[src/rtl/sdac_pkg.sv]
package sdac_pkg;
  // Bundle of the three serial pins as they travel through the synchronizer
  typedef struct packed {
    logic sel_n;
    logic sck;
    logic sd;
  } sdac_pins_t;

  // Idle levels: select deasserted, clock low, data low
  localparam sdac_pins_t PINS_IDLE = '{sel_n: 1'b1, sck: 1'b0, sd: 1'b0};
endpackage

[src/rtl/sdac_sync.sv]
module sdac_sync
  import sdac_pkg::*;
#(
  parameter int STAGES = 2
) (
  input  logic       clk,
  input  logic       rst_n,
  input  sdac_pins_t pins_in,
  output sdac_pins_t pins_lvl
);
  localparam int LAST = STAGES - 1;

  sdac_pins_t chain [STAGES];

  generate
    for (genvar g = 0; g < STAGES; g++) begin : g_stage
      if (g == 0) begin : g_first
        always_ff @(posedge clk or negedge rst_n) begin
          if (!rst_n) chain[g] <= PINS_IDLE;
          else        chain[g] <= pins_in;
        end
      end else begin : g_next
        always_ff @(posedge clk or negedge rst_n) begin
          if (!rst_n) chain[g] <= PINS_IDLE;
          else        chain[g] <= chain[g-1];
        end
      end
    end
  endgenerate

  assign pins_lvl = chain[LAST];
endmodule

[src/rtl/sdac_edge.sv]
module sdac_edge (
  input  logic clk,
  input  logic rst_n,
  input  logic sck_lvl,
  input  logic sel_lvl,
  output logic sck_rise,
  output logic sel_rise
);
  logic sck_prev;
  logic sel_prev;

  always_ff @(posedge clk or negedge rst_n) begin
    if (!rst_n) begin
      sck_prev <= 1'b0;
      sel_prev <= 1'b1;
    end else begin
      sck_prev <= sck_lvl;
      sel_prev <= sel_lvl;
    end
  end

  assign sck_rise = sck_lvl & ~sck_prev;
  assign sel_rise = sel_lvl & ~sel_prev;
endmodule

[src/rtl/sdac_shift.sv]
module sdac_shift #(
  parameter int WIDTH = 16
) (
  input  logic             clk,
  input  logic             rst_n,
  input  logic             step,
  input  logic             bit_in,
  output logic [WIDTH-1:0] word
);
  always_ff @(posedge clk or negedge rst_n) begin
    if (!rst_n)    word <= '0;
    else if (step) word <= {word[WIDTH-2:0], bit_in};
  end
endmodule

[src/rtl/sdac_hold.sv]
module sdac_hold #(
  parameter int WIDTH = 16
) (
  input  logic             clk,
  input  logic             rst_n,
  input  logic             load,
  input  logic [WIDTH-1:0] word_in,
  output logic [WIDTH-1:0] word_out,
  output logic             strobe
);
  always_ff @(posedge clk or negedge rst_n) begin
    if (!rst_n) begin
      word_out <= '0;
      strobe   <= 1'b0;
    end else begin
      strobe <= load;
      if (load) word_out <= word_in;
    end
  end
endmodule

[src/rtl/sdac_serial_load.sv]
module sdac_serial_load
  import sdac_pkg::*;
#(
  parameter int WIDTH       = 16,
  parameter int SYNC_STAGES = 2
) (
  input  logic             clk,
  input  logic             rst_n,
  input  logic             cs_n,
  input  logic             sclk,
  input  logic             sdi,
  output logic [WIDTH-1:0] dac_word,
  output logic             upd_valid
);
  sdac_pins_t       pins_raw;
  sdac_pins_t       pins_lvl;
  logic             csn_lvl;
  logic             sdata_lvl;
  logic             sclk_rise;
  logic             csn_rise;
  logic             shift_en;
  logic [WIDTH-1:0] shift_q;

  assign pins_raw = '{sel_n: cs_n, sck: sclk, sd: sdi};

  sdac_sync #(.STAGES(SYNC_STAGES)) u_sync (
    .clk      (clk),
    .rst_n    (rst_n),
    .pins_in  (pins_raw),
    .pins_lvl (pins_lvl)
  );

  assign csn_lvl   = pins_lvl.sel_n;
  assign sdata_lvl = pins_lvl.sd;

  sdac_edge u_edge (
    .clk      (clk),
    .rst_n    (rst_n),
    .sck_lvl  (pins_lvl.sck),
    .sel_lvl  (csn_lvl),
    .sck_rise (sclk_rise),
    .sel_rise (csn_rise)
  );

  // shifting is allowed only while the frame select is held low
  assign shift_en = sclk_rise & ~csn_lvl;

  sdac_shift #(.WIDTH(WIDTH)) u_shift (
    .clk    (clk),
    .rst_n  (rst_n),
    .step   (shift_en),
    .bit_in (sdata_lvl),
    .word   (shift_q)
  );

  sdac_hold #(.WIDTH(WIDTH)) u_hold (
    .clk      (clk),
    .rst_n    (rst_n),
    .load     (csn_rise),
    .word_in  (shift_q),
    .word_out (dac_word),
    .strobe   (upd_valid)
  );
endmodule

[config.mk]
export PLATFORM = sky130hd
export DESIGN_NAME = sdac_serial_load
export DESIGN_NICKNAME = d
export VERILOG_FILES = /design/src/rtl/sdac_pkg.sv /design/src/rtl/sdac_sync.sv /design/src/rtl/sdac_edge.sv /design/src/rtl/sdac_shift.sv /design/src/rtl/sdac_hold.sv /design/src/rtl/sdac_serial_load.sv
export SDC_FILE = /design/constraint.sdc
export NUM_CORES = 1
export LEC_CHECK = 0
export BUFFER_PORTS_ARGS = -buffer_cell sky130_fd_sc_hd__buf_2
export CORE_MARGIN = 4
export CORE_UTILIZATION = 54
export DETAILED_ROUTE_END_ITERATION = 10
export PLACE_DENSITY = 0.77
export SETUP_SLACK_MARGIN = 0.1
export SLEW_MARGIN = 20
export SYNTH_ARGS = -nofsm -noshare
export SYNTH_HDL_FRONTEND = slang
export SYNTH_SLANG_ARGS = --single-unit
export TNS_END_PERCENT = 1
[constraint.sdc]
create_clock -name clk -period 1.7 [get_ports clk]
set_clock_uncertainty 0.05 [all_clocks]
set_input_delay 0.085 -clock clk [delete_from_list [all_inputs] [get_ports clk]]
set_output_delay 0.085 -clock clk [all_outputs]
set_load 0.02 [all_outputs]
==> flow_metrics.tcl <==
set metrics [dict create \
    critPathArrivalTime_ns 1.60 \
    cts-root-buf "clkbuf_4" \
    area.growth.synth_to_final_pct 16.6 \
    post-cts-setup-buffer-count 0 \
    synthAdderAreaFrac 0 \
    post_synth_num_cell_types 7 \
    antenna_found_initial 0 \
    fp.dieArea_um2 3590 \
    num_vias 734 \
    achievable-frequency_mhz 704 \
    design.portCount 22 \
    grt_pass1_vias 769 \
    ir_worst_vdd_mv 0.865 \
    avg_cell_area_syn_um2 18.6 \
    worstMarginPinSlew_ns 0.486 \
    timing.final.crit_period_ns 1.42 \
    final-max-slew-violation-count 0 \
    max-slew-margin-rel 0.676 \
    routed_wl_um 1970 \
    critical_path.max_stage_delay_ns 0.58 \
    cts_inserted_buffers 5 \
    n_antenna_cell 0 \
    critPathLaunchType "register" \
    drc 0 \
    commonest_non_fill_non_tap_cell_in_the_layout "dfrtp_1" \
    most-common-layout-cells "dfrtp_1, mux2_2, buf_2" \
    worst_path_dominant_cell_family "flip-flops" \
    clkLatencyLatePin_ns 0.35 \
    critical_path_required_ns 1.88 \
    cts_max_level 2 \
    die_h_um 59.9 \
    initial_core_util 0.576 \
    die_w_um 59.9 \
    criticalPathCategory "register to register" \
    path_buf_inv 1 \
    routed_via_density 5.13 \
    synth.area.mux_share 0.248 \
    cap_violations 0 \
    whs_ns 0.255 \
    synth_simple_gate_area_share 0.0181 \
    rows 18 \
    final-hold-violation-count 0 \
    ys_top_cells_by_area "dfrtp_1, mux2_2, dfstp_2" \
    drt-initial-drc-count 14 \
    setup_repair_after_global_routing_missed_its_margin "false" \
    synth_cells 78 \
    syn_nets 83 \
    postSynthRegisterBits 41 \
    number_of_sinks_on_the_clock_net 41 \
    hpwl_um 1320 \
    synth_top_area_frac 0.654 \
    post_synth_xor_area_fraction 0 \
    drt_first_pass_iters 2 \
    final_layout_size_suffix_gt1_frac 0.602 \
    tritoncts_clock_tree "built" \
    grt_overflow 0 \
    crit_path_cell_trace "and2b_1 > buf_4 > mux2_2" \
    p_leak_uw 0.000867 \
    timing.critical_path.slowest_stage_cell "dfstp_2" \
    routabilityCongestion 0.693 \
    ant_nets 0 \
    grt_pass1_wl_um 3540 \
    area_leader_netlist "dfrtp_1" \
    largest_net_degree_at_the_start_of_global_routing 42 \
    cts_buffer_depth 2 \
    yosysWarnings 0 \
    gr-usage-all-layers 0.142 \
    core_area_um2 2520 \
    post_cts.resized_instances 0 \
    nets 117 \
    timing.final.setup_violations 0 \
    synth_top_family_by_area "multiplexers" \
    cp-end-kind "register" \
    power_density_nw_per_um2 1310 \
    critical_path.max_fanout 9 \
    mappedNetlistArea_um2 1450 \
    final.period_utilization 0.836 \
    routedWlPerCell_um 13.7 \
    status "complete, no violations" \
    portBuffers 21 \
    synth_compound_area_frac 0 \
    worst_setup_hold_path_clk_slew_ns 0.12 \
    totalNegativeSetupSlack_ns 0 \
    hold_path_class "primary input to async pin" \
    seq_area_frac_synth 0.708 \
]
==> cell usage after synthesis <==
cell type,number
nor3b_4,1
buf_6,2
buf_8,1
dfstp_2,3
and2b_1,1
dfrtp_1,38
mux2_2,32
==> tightest hold or removal path, delay by kind of cell <==
| family | cells | cell delay [ns] |
|---|---|---|
| buffers and inverters | 3 | 1.02 |
==> report_power, final <==
part           switching, uW  leakage (uW)  total (uW)  internal (uW)
clock network            282     0.0000326         486            204
registers                108      0.000526        1280           1170
logic                    226      0.000308         449            223
==> through the flow <==
step                      power, uW  instances  utilization  setup slack (ns)  instance area [um2]
final                          2210        143        0.672             0.279                 1700
after floorplan                1580         78            -             0.281                 1450
after detailed placement       1750        131        0.633             0.282                 1600
after CTS                      2250        143        0.672             0.265                 1700
after global placement         1730        131        0.633             0.330                 1600
after global routing           2360        143        0.672             0.235                 1700
==> worst paths after layout <==
path	start	to	slack, ns	depth (start not counted)
max	u_sync.pins_lvl[2]	u_hold.word_out[7]	0.28	3
min	rst_n	u_hold.word_out[15]	0.25	3
max reg2reg	u_sync.pins_lvl[2]	u_hold.word_out[7]	0.28	3
min reg2reg	u_sync.chain[4]	u_sync.pins_lvl[1]	0.31	0
max in group asynchronous	rst_n	u_sync.chain[5]	0.97	3
min in group clk	u_sync.chain[4]	u_sync.pins_lvl[1]	0.31	0
==> registers in the layout, indices dropped and copies added (netlist names) <==
register and flops:
u_hold.word_out 16, u_shift.word 16, u_sync.chain 3, u_sync.pins_lvl 3, u_edge.sck_prev 1, u_edge.sel_prev 1
u_hold.strobe 1
==> metal layers <==
layer  GRT usage  vias up  share of wire
li1            -      341              -
met1       0.179      369           0.45
met2       0.201       20           0.45
met3      0.0691        4          0.068
met4      0.0759        0          0.030
met5           0        -              0
==> timing repair <==
item | in CTS | in global routing
endpoints found under the hold margin | 41 | 0
setup endpoints to repair | 0 | 0
hold buffers | 4 | 0
==> final cells by class <==
type / count / area [um2]
repair buffers: 30 / 183
flip-flops and latches: 41 / 1030
fillers: 193 / 827
well taps: 30 / 37.5
multi-input cells: 34 / 387
clock buffers: 8 / 58.8
==> cells by family after synthesis <==
logic type / after synthesis
and+or+nand+nor: 2
muxes: 32
buffers and inverters: 3
DFF: 41
Note: power is estimated with default switching activity, not from simulation.
